File: src/rtl/bcd_tk_pkg.sv
package bcd_tk_pkg;
  localparam int unsigned FIELD_W    = 8;
  localparam int unsigned NUM_CNT    = 7;
  localparam int unsigned NUM_FIELDS = NUM_CNT + 1;
  localparam int unsigned ADDR_W     = $clog2(NUM_FIELDS);

  localparam int IDX_SEC  = 0;
  localparam int IDX_MIN  = 1;
  localparam int IDX_HOUR = 2;
  localparam int IDX_WDAY = 3;
  localparam int IDX_MDAY = 4;
  localparam int IDX_MON  = 5;
  localparam int IDX_YEAR = 6;
  localparam int IDX_CTRL = 7;

  typedef logic [FIELD_W-1:0] bcd_t;

  function automatic bcd_t bcd_inc(bcd_t v);
    if (v[3:0] >= 4'd9) return {v[7:4] + 4'd1, 4'd0};
    return {v[7:4], v[3:0] + 4'd1};
  endfunction

  // divisible by four: even tens -> ones 0/4/8, odd tens -> ones 2/6
  function automatic logic year_leap(bcd_t y);
    if (y[4]) return (y[3:0] == 4'd2) || (y[3:0] == 4'd6);
    return (y[3:0] == 4'd0) || (y[3:0] == 4'd4) || (y[3:0] == 4'd8);
  endfunction

  function automatic bcd_t month_len(bcd_t m, logic leap);
    case (m)
      8'h02:                      return leap ? 8'h29 : 8'h28;
      8'h04, 8'h06, 8'h09, 8'h11: return 8'h30;
      default:                    return 8'h31;
    endcase
  endfunction

  function automatic bcd_t field_min(int k);
    return (k == IDX_MDAY || k == IDX_MON) ? 8'h01 : 8'h00;
  endfunction

  function automatic bcd_t field_rst(int k);
    case (k)
      IDX_HOUR:          return 8'h12;
      IDX_MDAY, IDX_MON: return 8'h01;
      default:           return 8'h00;
    endcase
  endfunction

  function automatic bcd_t field_mask(int k);
    case (k)
      IDX_SEC, IDX_MIN: return 8'h7F;
      IDX_HOUR:         return 8'h3F;
      IDX_WDAY:         return 8'h07;
      IDX_MDAY:         return 8'h3F;
      IDX_MON:          return 8'h1F;
      default:          return 8'hFF;
    endcase
  endfunction
endpackage

File: src/rtl/bcd_tk_presc.sv
module bcd_tk_presc #(
  parameter int unsigned TPS = 2
) (
  input  logic clk_i,
  input  logic rst_ni,
  input  logic tick_i,
  input  logic clr_i,
  output logic adv_o
);
  localparam int unsigned CW = (TPS > 1) ? $clog2(TPS) : 1;

  if (TPS <= 1) begin : g_direct
    assign adv_o = tick_i & ~clr_i;
  end else begin : g_count
    localparam logic [CW-1:0] LAST = CW'(TPS - 1);
    logic [CW-1:0] cnt_q;

    assign adv_o = tick_i & ~clr_i & (cnt_q == LAST);

    always_ff @(posedge clk_i or negedge rst_ni) begin
      if (!rst_ni)     cnt_q <= '0;
      else if (clr_i)  cnt_q <= '0;
      else if (tick_i) cnt_q <= (cnt_q == LAST) ? '0 : cnt_q + 1'b1;
    end
  end
endmodule

File: src/rtl/bcd_tk_ctr.sv
module bcd_tk_ctr
  import bcd_tk_pkg::*;
#(
  parameter bcd_t MIN  = 8'h00,
  parameter bcd_t RST  = 8'h00,
  parameter bcd_t MASK = 8'hFF
) (
  input  logic clk_i,
  input  logic rst_ni,
  input  logic inc_i,
  input  logic ld_i,
  input  bcd_t ld_val_i,
  input  bcd_t hi_i,
  output bcd_t val_o,
  output logic at_max_o
);
  bcd_t val_q, val_d;

  assign at_max_o = (val_q >= hi_i);
  assign val_o    = val_q;

  always_comb begin
    val_d = val_q;
    if (ld_i)       val_d = ld_val_i & MASK;
    else if (inc_i) val_d = at_max_o ? MIN : bcd_inc(val_q);
  end

  always_ff @(posedge clk_i or negedge rst_ni) begin
    if (!rst_ni) val_q <= RST;
    else         val_q <= val_d;
  end
endmodule

File: src/rtl/bcd_tk_hour.sv
module bcd_tk_hour
  import bcd_tk_pkg::*;
(
  input  logic clk_i,
  input  logic rst_ni,
  input  logic mode24_i,
  input  logic inc_i,
  input  logic ld_i,
  input  bcd_t ld_val_i,
  input  bcd_t hi_i,
  output bcd_t val_o,
  output logic at_max_o
);
  bcd_t hour_q, hour_d, h12, h12_inc;
  logic pm;

  assign pm      = hour_q[5];
  assign h12     = {3'b000, hour_q[4:0]};
  assign h12_inc = bcd_inc(h12);
  assign val_o   = hour_q;

  // 24h: day ends at hi_i; 12h: day ends at PM11
  assign at_max_o = mode24_i ? (hour_q >= hi_i) : (pm && h12 == 8'h11);

  always_comb begin
    hour_d = hour_q;
    if (ld_i) begin
      hour_d = ld_val_i & 8'h3F;
    end else if (inc_i) begin
      if (mode24_i)            hour_d = at_max_o ? 8'h00 : bcd_inc(hour_q);
      else if (h12 == 8'h12)   hour_d = {2'b00, pm, 5'h01};
      else if (h12 == 8'h11)   hour_d = {2'b00, ~pm, 5'h12};
      else                     hour_d = {2'b00, pm, h12_inc[4:0]};
    end
  end

  always_ff @(posedge clk_i or negedge rst_ni) begin
    if (!rst_ni) hour_q <= 8'h12;
    else         hour_q <= hour_d;
  end
endmodule

File: src/rtl/bcd_tk_snap.sv
module bcd_tk_snap
  import bcd_tk_pkg::*;
(
  input  logic                                 clk_i,
  input  logic                                 rst_ni,
  input  logic                                 cap_i,
  input  logic [NUM_FIELDS-1:0][FIELD_W-1:0]   fields_i,
  input  logic [ADDR_W-1:0]                    sel_i,
  output logic [FIELD_W-1:0]                   data_o,
  output logic [NUM_FIELDS-1:0][FIELD_W-1:0]   snap_o
);
  logic [NUM_FIELDS-1:0][FIELD_W-1:0] snap_q;

  always_ff @(posedge clk_i or negedge rst_ni) begin
    if (!rst_ni)    snap_q <= '0;
    else if (cap_i) snap_q <= fields_i;
  end

  assign data_o = snap_q[sel_i];
  assign snap_o = snap_q;
endmodule

File: src/rtl/bcd_timekeeper.sv
module bcd_timekeeper
  import bcd_tk_pkg::*;
#(
  parameter int unsigned TICKS_PER_SEC = 2
) (
  input  logic               clk_i,
  input  logic               rst_ni,
  input  logic               tick_i,
  input  logic               wr_en_i,
  input  logic [2:0]         wr_addr_i,
  input  logic [7:0]         wr_data_i,
  input  logic               snap_i,
  input  logic [2:0]         rd_addr_i,
  output logic [7:0]         rd_data_o,
  output logic [6:0]         carry_o
);
  logic [NUM_CNT-1:0][FIELD_W-1:0] val;
  bcd_t                            hi [NUM_CNT];
  logic [NUM_CNT-1:0]              inc, ld, at_max, wrap;
  logic [NUM_FIELDS-1:0][FIELD_W-1:0] fields, snap_vals;
  logic                            adv, sec_wr, mode_q;
  logic [NUM_CNT-1:0]              carry_q;

  always_comb begin
    for (int k = 0; k < int'(NUM_CNT); k++)
      ld[k] = wr_en_i && (wr_addr_i == ADDR_W'(k));
  end
  assign sec_wr = ld[IDX_SEC];

  bcd_tk_presc #(.TPS(TICKS_PER_SEC)) u_presc (
    .clk_i (clk_i),
    .rst_ni(rst_ni),
    .tick_i(tick_i),
    .clr_i (sec_wr),
    .adv_o (adv)
  );

  always_comb begin
    hi[IDX_SEC]  = 8'h59;
    hi[IDX_MIN]  = 8'h59;
    hi[IDX_HOUR] = 8'h23;
    hi[IDX_WDAY] = 8'h06;
    hi[IDX_MDAY] = month_len(val[IDX_MON], year_leap(val[IDX_YEAR]));
    hi[IDX_MON]  = 8'h12;
    hi[IDX_YEAR] = 8'h99;
  end

  // carry ripple from registered at-limit flags
  always_comb begin
    logic c;
    c = adv;         inc[IDX_SEC]  = c;
    c &= at_max[IDX_SEC];  inc[IDX_MIN]  = c;
    c &= at_max[IDX_MIN];  inc[IDX_HOUR] = c;
    c &= at_max[IDX_HOUR]; inc[IDX_WDAY] = c; inc[IDX_MDAY] = c;
    c &= at_max[IDX_MDAY]; inc[IDX_MON]  = c;
    c &= at_max[IDX_MON];  inc[IDX_YEAR] = c;
    wrap = inc & at_max;
  end

  for (genvar k = 0; k < int'(NUM_CNT); k++) begin : g_fld
    if (k == IDX_HOUR) begin : g_hour
      bcd_tk_hour u_hour (
        .clk_i   (clk_i),
        .rst_ni  (rst_ni),
        .mode24_i(mode_q),
        .inc_i   (inc[k]),
        .ld_i    (ld[k]),
        .ld_val_i(wr_data_i),
        .hi_i    (hi[k]),
        .val_o   (val[k]),
        .at_max_o(at_max[k])
      );
    end else begin : g_cnt
      bcd_tk_ctr #(
        .MIN (field_min(k)),
        .RST (field_rst(k)),
        .MASK(field_mask(k))
      ) u_ctr (
        .clk_i   (clk_i),
        .rst_ni  (rst_ni),
        .inc_i   (inc[k]),
        .ld_i    (ld[k]),
        .ld_val_i(wr_data_i),
        .hi_i    (hi[k]),
        .val_o   (val[k]),
        .at_max_o(at_max[k])
      );
    end
  end

  always_ff @(posedge clk_i or negedge rst_ni) begin
    if (!rst_ni) begin
      mode_q  <= 1'b0;
      carry_q <= '0;
    end else begin
      if (wr_en_i && wr_addr_i == ADDR_W'(IDX_CTRL)) mode_q <= wr_data_i[0];
      carry_q <= wrap;
    end
  end
  assign carry_o = carry_q;

  assign fields = {{7'b0, mode_q}, val};

  bcd_tk_snap u_snap (
    .clk_i   (clk_i),
    .rst_ni  (rst_ni),
    .cap_i   (snap_i),
    .fields_i(fields),
    .sel_i   (rd_addr_i),
    .data_o  (rd_data_o),
    .snap_o  (snap_vals)
  );
endmodule

File: config.mk
export PLATFORM = sky130hd
export DESIGN_NAME = bcd_timekeeper
export DESIGN_NICKNAME = d
export VERILOG_FILES = /design/src/rtl/bcd_tk_pkg.sv /design/src/rtl/bcd_tk_presc.sv /design/src/rtl/bcd_tk_ctr.sv /design/src/rtl/bcd_tk_hour.sv /design/src/rtl/bcd_tk_snap.sv /design/src/rtl/bcd_timekeeper.sv
export SDC_FILE = /design/constraint.sdc
export NUM_CORES = 1
export LEC_CHECK = 0
export ABC_AREA = 1
export BUFFER_PORTS_ARGS = -buffer_cell sky130_fd_sc_hd__buf_2
export CAP_MARGIN = 15
export CELL_PAD_IN_SITES_DETAIL_PLACEMENT = 1
export CELL_PAD_IN_SITES_GLOBAL_PLACEMENT = 1
export CORE_AREA = 2 2 145 104
export CTS_BUF_LIST = sky130_fd_sc_hd__clkbuf_16
export DETAILED_ROUTE_END_ITERATION = 8
export DIE_AREA = 0 0 147 106
export GPL_ROUTABILITY_DRIVEN = 1
export PLACE_DENSITY = 0.92
export SETUP_SLACK_MARGIN = 0.4
export SYNTH_ARGS = -nofsm -noshare
export SYNTH_HDL_FRONTEND = slang
export SYNTH_SLANG_ARGS = --single-unit
File: constraint.sdc
create_clock -name clk_i -period 6.85 [get_ports clk_i]
set_input_delay 1.37 -clock clk_i [delete_from_list [all_inputs] [get_ports clk_i]]
set_output_delay 1.37 -clock clk_i [all_outputs]
set_load 0.05 [all_outputs]
==> results of run 1 <==
## kinds of logic (layout without fill, tap and decap cells)
| group | count (synthesis) | count (layout) | share of synthesized area |
|---|---|---|---|
| adders and majority gates | 45 | 45 | 0.0808 |
| xor gates and xnor gates | 15 | 15 | 0.0189 |
| AOI/OAI and AO/OA | 199 | 199 | 0.163 |
| muxes | 8 | 8 | 0.0129 |
| DFF | 122 | 122 | 0.439 |
| buffers and inverters | 148 | 192 | 0.0807 |
| and+or+nand+nor | 316 | 316 | 0.205 |
## layer usage
| metal | routed length, µm | global-route usage | up-vias |
|---|---|---|---|
| met3 | 1100 | 0.0730 | 54 |
| met5 | 0 | 0 | - |
| met1 | 10000 | 0.402 | 3105 |
| met4 | 699 | 0.130 | 0 |
| met2 | 10200 | 0.463 | 161 |
| li1 | - | - | 2867 |
## flip-flops by register name, indices dropped and copies added (netlist names)
signal	count
carry_o	7
u_presc.g_count.cnt_q	1
g_fld.g_cnt.u_ctr.val_o	48
g_fld.g_hour.u_hour.val_o	8
mode_q	1
u_snap.snap_o	57
## worst paths after layout
kind                       depth (start not counted)                                      start                                           to  slack, ps
setup / recovery                                   6                               rd_addr_i[1]                                 rd_data_o[1]       2130
hold / removal                                     2  g_fld[4].g_cnt.u_ctr.val_o[0]$_DFFE_PN1P_    g_fld[4].g_cnt.u_ctr.val_o[0]$_DFFE_PN1P_        520
setup reg to reg                                  18  g_fld[5].g_cnt.u_ctr.val_o[0]$_DFFE_PN1P_    g_fld[5].g_cnt.u_ctr.val_o[4]$_DFFE_PN0P_       3720
hold reg to reg                                    2  g_fld[4].g_cnt.u_ctr.val_o[0]$_DFFE_PN1P_    g_fld[4].g_cnt.u_ctr.val_o[0]$_DFFE_PN1P_        520
max in group asynchronous                          2                                     rst_ni    g_fld[5].g_cnt.u_ctr.val_o[1]$_DFFE_PN0P_       4470
min in group asynchronous                          1                                     rst_ni  g_fld[2].g_hour.u_hour.val_o[0]$_DFFE_PN0P_        930
## through the flow
stage,utilization,cell area (µm²),total power [mW]
after floorplan,-,6960,1.98
after global placement,0.509,7300,2.28
after detailed placement,0.509,7300,2.35
after CTS,0.550,7890,3.33
after global routing,0.550,7890,3.56
final,0.550,7890,3.34
## cell type report
cell class	instances	area (µm²)
Multi-Input combinational cell	583	3340
Clock buffer	17	425
Timing Repair Buffer	35	183
Tap cell	195	244
Clock inverter	14	164
Sequential cell	122	3060
Inverter	126	473
Fill cell	1751	6460
## critical path, delay by kind of cell
family / cells / cell delay, ps
compound gates: 2 / 500
simple gates: 1 / 500
buf+inv: 3 / 970
## power by group through the flow
stage | combinational (mW) | sequential, mW | clock [mW]
after detailed placement | 1.14 | 1.21 | 0
after global placement | 1.08 | 1.20 | 0
after floorplan | 0.864 | 1.11 | 0
after global routing | 1.36 | 1.24 | 0.961
after CTS | 1.19 | 1.21 | 0.930
final | 1.20 | 1.22 | 0.924
## placed cells by master, fill, tap and decap left out, drive strengths merged
| master | Yosys | layout |
|---|---|---|
| nand2 | 161 | 161 |
| inv | 122 | 125 |
| dfrtp | 118 | 118 |
| nor2 | 88 | 88 |
| o21ai | 81 | 81 |
| a21oi | 67 | 67 |
| nand3 | 53 | 53 |
| ha | 45 | 45 |
| buf | 7 | 35 |
| clkbuf | 15 | 17 |
| o22ai | 14 | 14 |
| xor2 | 11 | 11 |
| clkinv | 4 | 11 |
| nor3 | 9 | 9 |
| a31oi | 8 | 8 |
| mux2 | 8 | 8 |
| a221oi | 7 | 7 |
| o211ai | 6 | 6 |
| o221ai | 6 | 6 |
| nand4 | 5 | 5 |
| a32oi | 4 | 4 |
| xnor2 | 4 | 4 |
| bufinv | 0 | 4 |
| dfstp | 4 | 4 |
| a21boi | 2 | 2 |
| o31ai | 1 | 1 |
| o21a | 1 | 1 |
| a22oi | 1 | 1 |
| o21bai | 1 | 1 |
==> impl_summary.log, run 1 <==
[metrics] result of the run: finished, final reports clean
[metrics] data required time of the worst path: between 5000 and 6000 ps
[metrics] routed length per placed instance: between 20 and 25 µm
[metrics] clock buffer count from CTS: 17
[metrics] fraction of synthesized cell area taken by the top area cell type: 0.424
[metrics] worst min path class: register to register
[metrics] share of total power consumed by net switching: 0.418
[metrics] filler-free cell count of the finished design: between 1000 and 1500
[metrics] Chip Height: ~110 µm
[metrics] leakage power: just under 4 nW
[metrics] first-pass GRT wire length: approximately 35000 µm
[metrics] Post-Place Cells: around 1100
[metrics] slowest stage delay, CP: ~500 ps
[metrics] setup repair after global routing missed its margin: no
[metrics] maximum root-to-sink buffer count: 2
[metrics] leading post-synthesis cells by cell area: sky130_fd_sc_hd__dfrtp_1 42%, sky130_fd_sc_hd__ha_1 8.1%, sky130_fd_sc_hd__nand2_1 7.9%
[metrics] chip width: roughly 150 µm
[metrics] Crit Path Class: input port to output pin
[metrics] Crit. End Element: output pin
[metrics] synthesis-to-layout area growth: 13.3%
[metrics] number of routed nets with antenna violations: 0
[metrics] cell with the most instances after synthesis: sky130_fd_sc_hd__nand2_1
[metrics] number of port buffers: 33
[metrics] die footprint: about 0.016 mm²
[metrics] Synth area leader: sky130_fd_sc_hd__dfrtp_1
[metrics] Crit path top cell by count: sky130_fd_sc_hd__buf_2
[metrics] HPWL after DPL: ~15000 µm
[metrics] setup repair bufs after CTS: 0
[metrics] Placeable Area: around 0.014 mm²
[metrics] clock tree root driver cell: sky130_fd_sc_hd__clkbuf_16
[metrics] DRT Pass-1 Iters: 5
[metrics] sum of negative setup slack: 0 ps
[metrics] fraction of final layout cells sized beyond drive strength 1: 0.137
[metrics] post-synthesis instance area: 0.00696 mm²
[metrics] proportion of register bits with asynchronous set or reset after synthesis: 1.00
[metrics] slew at the pin with the worst max-slew slack: just over 1000 ps
[metrics] slowest cell on the critical path: sky130_fd_sc_hd__nor2_1
[metrics] Std-Cell Rows: 37
[metrics] final hold viol count: 0
[metrics] minimum clock period after layout: 4720 ps
[metrics] switching power of the nets: approximately 1.4 mW
[metrics] crit-path max FO: 17
[metrics] smallest hold slack: 517 ps
[metrics] Final Slew Violations: 0
[metrics] number of antenna violations at the first check in global routing: 0
[metrics] Max transition margin: 0.327
[metrics] number of max-cap violations: 0
[metrics] final worst path period share: 0.689
[metrics] power share of the sequential group: 0.364
[metrics] series of cell instances along the critical path: buf_2 -> clkinv_1 -> nor2_1 -> a221oi_1 -> a31oi_1 -> buf_2
[metrics] clock tree from TritonCTS: built
[metrics] Final Setup Violations: 0
[metrics] routed wire length: about 22000 µm
[metrics] total inserted antenna cells: 0
[metrics] most frequent cells after synthesis: 146 x sky130_fd_sc_hd__nand2_1, 118 x sky130_fd_sc_hd__dfrtp_1, 103 x sky130_fd_sc_hd__inv_1
[metrics] number of vias per cell after detailed routing: 5.67
[metrics] Routability Congestion: between 0.9 and 1
[metrics] number of gates given a new drive strength after cts: 0
[metrics] Combinational Power Share: 0.359
[metrics] post-synthesis register bit count: between 100 and 150
[metrics] Clk pwr share: 0.277
[metrics] clock-pin slew of the registers on the worst-case setup and hold paths: ~50 ps
[metrics] Global Route Usage Sum: 0.298
[metrics] sequential area share after synthesis: 0.439
[metrics] gate count after technology mapping: 853
[metrics] total DRC errors in the routed layout: 0
[metrics] via count of the first global-routing pass: between 6000 and 7000
[metrics] setup slack at placement: ~2200 ps
[metrics] number of clock sinks seen by CTS: about 120
[metrics] number of top-level pins: 34
[metrics] highest clock rate: 212 MHz
[metrics] power per unit of standard cell area: between 400 and 500 mW/mm²
[metrics] Int Pwr: a little under 2 mW
[metrics] CTS H-Tree Depth: 4
[metrics] post-synthesis area per instance: 8.16 µm²
[metrics] Clock Latency Late Sink: 430 ps
[metrics] prevailing post-synth register cell: sky130_fd_sc_hd__dfrtp_1
[metrics] number of library cell types mapped by synthesis: 43
[metrics] First DRT Iteration DRCs: between 500 and 600
[metrics] critical path arrival: approximately 3400 ps
[metrics] vias after detailed routing: between 6000 and 7000
[metrics] GRT overflow: 0
[metrics] syn nets: around 920
[metrics] starting density of the core: 0.485
[metrics] total of warnings raised by yosys: 0
[metrics] Max IR drop VDD: roughly 220 µV
[metrics] largest net degree at the start of global routing: 84
[metrics] number of nets in the layout: around 950
[metrics] setup slack of the critical path after layout: between 2000 and 2500 ps
[metrics] hold bufs inserted after CTS: 0
[metrics] post-route clock skew: a little under 6 ps
[metrics] Startpoint Class: input port
[metrics] number of synthesized flops with an enable pin: 0
Note: power is estimated with default switching activity, not from simulation.
==> run 2, diff against run 1 <==
--- a/config.mk
+++ b/config.mk
@@ -5,17 +5,17 @@
 export SDC_FILE = /design/constraint.sdc
 export NUM_CORES = 1
 export LEC_CHECK = 0
-export ABC_AREA = 1
+export ABC_AREA = 0
 export BUFFER_PORTS_ARGS = -buffer_cell sky130_fd_sc_hd__buf_2
 export CAP_MARGIN = 15
 export CELL_PAD_IN_SITES_DETAIL_PLACEMENT = 1
 export CELL_PAD_IN_SITES_GLOBAL_PLACEMENT = 1
-export CORE_AREA = 2 2 145 104
+export CORE_AREA = 2 2 145 105
 export CTS_BUF_LIST = sky130_fd_sc_hd__clkbuf_16
 export DETAILED_ROUTE_END_ITERATION = 8
-export DIE_AREA = 0 0 147 106
+export DIE_AREA = 0 0 147 107
 export GPL_ROUTABILITY_DRIVEN = 1
-export PLACE_DENSITY = 0.92
+export PLACE_DENSITY = 0.86
 export SETUP_SLACK_MARGIN = 0.4
 export SYNTH_ARGS = -nofsm -noshare
 export SYNTH_HDL_FRONTEND = slang
==> constraint.sdc (replaced) <==
create_clock -name clk_i -period 4.6 [get_ports clk_i]
set_input_delay 0.92 -clock clk_i [delete_from_list [all_inputs] [get_ports clk_i]]
set_output_delay 0.92 -clock clk_i [all_outputs]
set_load 0.05 [all_outputs]
==> impl_summary.log, run 2 <==
[metrics] leading post-synthesis cells by cell area: sky130_fd_sc_hd__dfrtp_1 43%, sky130_fd_sc_hd__mux2_2 10%, sky130_fd_sc_hd__ha_1 8.2% (was sky130_fd_sc_hd__dfrtp_1 42%, sky130_fd_sc_hd__ha_1 8.1%, sky130_fd_sc_hd__nand2_1 7.9%)
[metrics] number of synthesized flops with an enable pin: 0 (unchanged)
[metrics] Clk pwr share: 0.310 (was 0.277)
[metrics] Clock Latency Late Sink: 420 ps (was 430 ps)
[metrics] DRT Pass-1 Iters: 5 (unchanged)
[metrics] Std-Cell Rows: 37 (unchanged)
[metrics] routed wire length: 22300 µm (was 22000 µm)
[metrics] global-route met2 utilization: 0.470 (was 0.463)
[metrics] fraction of final layout cells sized beyond drive strength 1: 0.226 (was 0.137)
[metrics] Crit Path Class: register to register (was input port to output pin)
[metrics] Routability Congestion: 0.884 (was 0.901)
[metrics] post-synthesis register bit count: 122 (unchanged)
[metrics] number of clock sinks seen by CTS: 122 (unchanged)
[metrics] fraction of synthesized cell area taken by the top area cell type: 0.429 (was 0.424)
[metrics] cell with the most instances after synthesis: sky130_fd_sc_hd__dfrtp_1 (was sky130_fd_sc_hd__nand2_1)
[metrics] count of filler cells inserted in the layout: 1574 (was 1751)
[metrics] hold bufs inserted after CTS: 0 (unchanged)
[metrics] syn nets: 717 (was 917)
[metrics] highest clock rate: 246 MHz
[metrics] cell area after placement: 0.00724 mm² (was 0.00730 mm²)
[metrics] prevailing post-synth register cell: sky130_fd_sc_hd__dfrtp_1 (unchanged)
[metrics] GRT overflow: 0 (unchanged)
[metrics] worst min path class: register to register (unchanged)
[metrics] Startpoint Class: register (was input port)
[metrics] critical path arrival: 4370 ps (was 3350 ps)
[metrics] most congested layer reported by global routing: met2 (unchanged)
[metrics] first-pass GRT wire length: 34900 µm (was 35300 µm)
[metrics] die footprint: 0.0157 mm² (was 0.0156 mm²)
[metrics] number of routed nets with antenna violations: 0 (unchanged)
[metrics] CTS H-Tree Depth: 4 (unchanged)
[metrics] setup repair after global routing missed its margin: yes (was no)
[metrics] post-synthesis area per instance: 10.5 µm² (was 8.16 µm²)
[metrics] synthesis-to-layout area growth: 13.1% (was 13.3%)
[metrics] most frequent cells after synthesis: 118 x sky130_fd_sc_hd__dfrtp_1, 61 x sky130_fd_sc_hd__mux2_2, 50 x sky130_fd_sc_hd__nand2_1 (was 146 x sky130_fd_sc_hd__nand2_1, 118 x sky130_fd_sc_hd__dfrtp_1, 103 x sky130_fd_sc_hd__inv_1)
[metrics] final standard cell utilization of the core: 0.542 (was 0.550)
[metrics] starting density of the core: 0.479 (was 0.485)
[metrics] via count of the first global-routing pass: 5959 (was 6414)
[metrics] data required time of the worst path: 4910 ps (was 5480 ps)
[metrics] setup repair bufs after CTS: 0 (unchanged)
[metrics] vias after detailed routing: 5700 (was 6187)
[metrics] number of max-cap violations: 0 (unchanged)
[metrics] post-route clock skew: 10.0 ps (was 5.92 ps)
[metrics] slowest stage delay, CP: 520 ps (was 500 ps)
[metrics] final worst path period share: 0.884
[metrics] power per unit of standard cell area: 515 mW/mm² (was 423 mW/mm²)
[metrics] number of antenna violations at the first check in global routing: 0 (unchanged)
[metrics] finished layout cell area: 0.00778 mm² (was 0.00789 mm²)
[metrics] max FFs per register: 57 (unchanged)
[metrics] largest net degree at the start of global routing: 123 (was 84)
[metrics] gate count after technology mapping: 653 (was 853)
[metrics] clock tree root driver cell: sky130_fd_sc_hd__clkbuf_16 (unchanged)
[metrics] clock tree from TritonCTS: built (unchanged)
[metrics] post-synthesis instance area: 0.00688 mm² (was 0.00696 mm²)
[metrics] Synth area leader: sky130_fd_sc_hd__dfrtp_1 (unchanged)
[metrics] FF/Latch Area: 0.00306 mm² (unchanged)
[metrics] chip width: 147 µm (unchanged)
[metrics] sum of negative setup slack: 0 ps (unchanged)
[metrics] total DRC errors in the routed layout: 0 (unchanged)
[metrics] Placeable Area: 0.0144 mm² (unchanged)
[metrics] number of port buffers: 33 (unchanged)
[metrics] clock buffer count from CTS: 17 (unchanged)
[metrics] Global Route Usage Sum: 0.295 (was 0.298)
[metrics] clock-pin slew of the registers on the worst-case setup and hold paths: 60 ps (was 50 ps)
[metrics] final hold viol count: 0 (unchanged)
[metrics] Max transition margin: 0.211 (was 0.327)
[metrics] highest-count cells in the layout ignoring fill and taps: 118 x sky130_fd_sc_hd__dfrtp_1, 61 x sky130_fd_sc_hd__mux2_2, 48 x sky130_fd_sc_hd__nor2_1, 48 x sky130_fd_sc_hd__nand2_1, 45 x sky130_fd_sc_hd__ha_1 (was 146 x sky130_fd_sc_hd__nand2_1, 118 x sky130_fd_sc_hd__dfrtp_1, 106 x sky130_fd_sc_hd__inv_1)
[metrics] slowest cell on the critical path: sky130_fd_sc_hd__or4b_1 (was sky130_fd_sc_hd__nor2_1)
[metrics] Final Power: 4.00 mW (was 3.34 mW)
[metrics] total of warnings raised by yosys: 0 (unchanged)
[metrics] Combinational Power Share: 0.273 (was 0.359)
[metrics] number of library cell types mapped by synthesis: 71 (was 43)
[metrics] Final Slew Violations: 0 (unchanged)
[metrics] switching power of the nets: 1.47 mW (was 1.40 mW)
[metrics] area occupied by multi-input gates: 0.00359 mm² (was 0.00334 mm²)
[metrics] Final Setup Violations: 0 (unchanged)
[metrics] Crit. End Element: register (was output pin)
[metrics] HPWL after DPL: 14700 µm (was 15300 µm)
[metrics] sequential area share after synthesis: 0.444 (was 0.439)
[metrics] Max IR drop VDD: 241 µV (was 223 µV)
[metrics] minimum clock period after layout: a little over 4000 ps
[metrics] number of vias per cell after detailed routing: 6.37 (was 5.67)
[metrics] series of cell instances along the critical path: inv_1 -> ha_1 -> nand3b_1 -> a21oi_1 -> a31oi_1 -> or3_1 -> mux2_2 -> ha_1 -> or4b_1 -> a221oi_2 -> a211oi_2 -> nand2_2 -> o21ai_0 -> o21ai_0 (was buf_2 -> clkinv_1 -> nor2_1 -> a221oi_1 -> a31oi_1 -> buf_2)
[metrics] leakage power: 3.53 nW (was 3.95 nW)
[metrics] M3 GR Usage: 0.0515 (was 0.0730)
[metrics] most common cell after layout, fill and taps aside: sky130_fd_sc_hd__dfrtp_1 (was sky130_fd_sc_hd__nand2_1)
[metrics] routed length per placed instance: 24.9 µm (was 20.2 µm)
[metrics] proportion of register bits with asynchronous set or reset after synthesis: 1.00 (unchanged)
[metrics] Chip Height: 107 µm (was 106 µm)
[metrics] share of total power consumed by net switching: 0.368 (was 0.418)
[metrics] result of the run: finished, final reports clean (unchanged)
[metrics] GR met1 Demand/Resource: 0.400 (was 0.402)
[metrics] number of nets in the layout: 750 (was 949)
[metrics] power share of the sequential group: 0.418 (was 0.364)
[metrics] maximum root-to-sink buffer count: 2 (unchanged)
[metrics] number of top-level pins: 34 (unchanged)
[metrics] slew at the pin with the worst max-slew slack: 1180 ps (was 1010 ps)
[metrics] First DRT Iteration DRCs: 495 (was 517)
[metrics] crit-path max FO: 8 (was 17)
[metrics] Int Pwr: 2.53 mW (was 1.95 mW)
==> run 2: cell count changes after synthesis, sizes merged, moves of 10 or more <==
cell	before	now
nand2	161	50
inv	122	35
mux2	8	61
o21ai	81	35
nor2	88	48
nand3	53	21
a21oi	67	46
o22ai	14	0
and3	0	11
mux2i	0	11
xor2	11	0
nor2b	0	10
==> run 2: per-stage QoR <==
step	hold slack (ps)	instances	setup WS, ps
6_report	514	895	535
3_3_place_gp	488	862	924
4_1_cts	508	894	530
3_5_place_dp	495	862	666
5_1_grt	524	894	358
2_1_floorplan	471	653	742
==> run 2: per-layer routing <==
metal	vias to the layer above	share of wire	routed length [µm]
li1	2453	-	-
met1	2952	0.43	9480
met2	247	0.47	10500
met3	48	0.071	1580
met4	0	0.031	694
met5	-	0	0
==> run 2: repair_timing <==
action | 4_1_cts | 5_1_grt
setup endpoints to repair | 0 | 2
resized for setup | 0 | 2
hold endpoints to repair | 0 | 0
==> run 2: cell families (layout without fill, tap and decap cells) <==
logic type / count (synthesis) / count (layout) / share of synthesized area
simple gates: 199 / 199 / 0.154
compound gates: 146 / 146 / 0.138
flops: 122 / 122 / 0.444
mux: 81 / 81 / 0.145
buf+inv: 59 / 105 / 0.0345
fa+ha+maj: 45 / 45 / 0.0818
xor+xnor: 1 / 1 / 0.00127
other cells: 0 / 1 / 0
==> run 2: path summary, 6_finish.rpt <==
path | slack, ps | cells past startpoint | endpoint | start
hold / removal | 510 | 1 | u_snap.snap_o[15]$_DFFE_PN0P_ | u_snap.snap_o[15]$_DFFE_PN0P_
hold reg to reg | 510 | 1 | u_snap.snap_o[15]$_DFFE_PN0P_ | u_snap.snap_o[15]$_DFFE_PN0P_
min in group asynchronous | 560 | 2 | g_fld[5].g_cnt.u_ctr.val_o[1]$_DFFE_PN0P_ | rst_ni
max in group asynchronous | 3450 | 2 | carry_o[6]$_DFF_PN0_ | rst_ni
setup reg to reg | 530 | 14 | g_fld[5].g_cnt.u_ctr.val_o[3]$_DFFE_PN0P_ | g_fld[5].g_cnt.u_ctr.val_o[5]$_DFFE_PN0P_
setup / recovery | 530 | 14 | g_fld[5].g_cnt.u_ctr.val_o[3]$_DFFE_PN0P_ | g_fld[5].g_cnt.u_ctr.val_o[5]$_DFFE_PN0P_
==> run 2: worst max-delay path, delay by kind of cell (launching register included) <==
kind            cells  cell delay [ps]
simple gates        4             1240
compound gates      6             1340
flops               1              460
fa+ha+maj           2              510
buf+inv             1              120
mux                 1              290
==> run 2: power groups by stage <==
stage | clock, mW | sequential [mW] | combinational [mW]
after CTS | 1.25 | 1.66 | 1.09
after floorplan | 0 | 1.52 | 0.787
final | 1.24 | 1.67 | 1.09
after global placement | 0 | 1.64 | 0.967
after detailed placement | 0 | 1.66 | 1.05
after global routing | 1.29 | 1.70 | 1.20
==> run 2: final cells by class <==
| type | instances | share of cell area |
|---|---|---|
| antenna | 1 | 0.000322 |
| multi-input combinational | 472 | 0.461 |
| clock buffer | 17 | 0.0547 |
| inverter | 36 | 0.0180 |
| timing repair buffer | 37 | 0.0270 |
| tap | 195 | 0.0314 |
| clock inverter | 15 | 0.0145 |
| sequential | 122 | 0.393 |
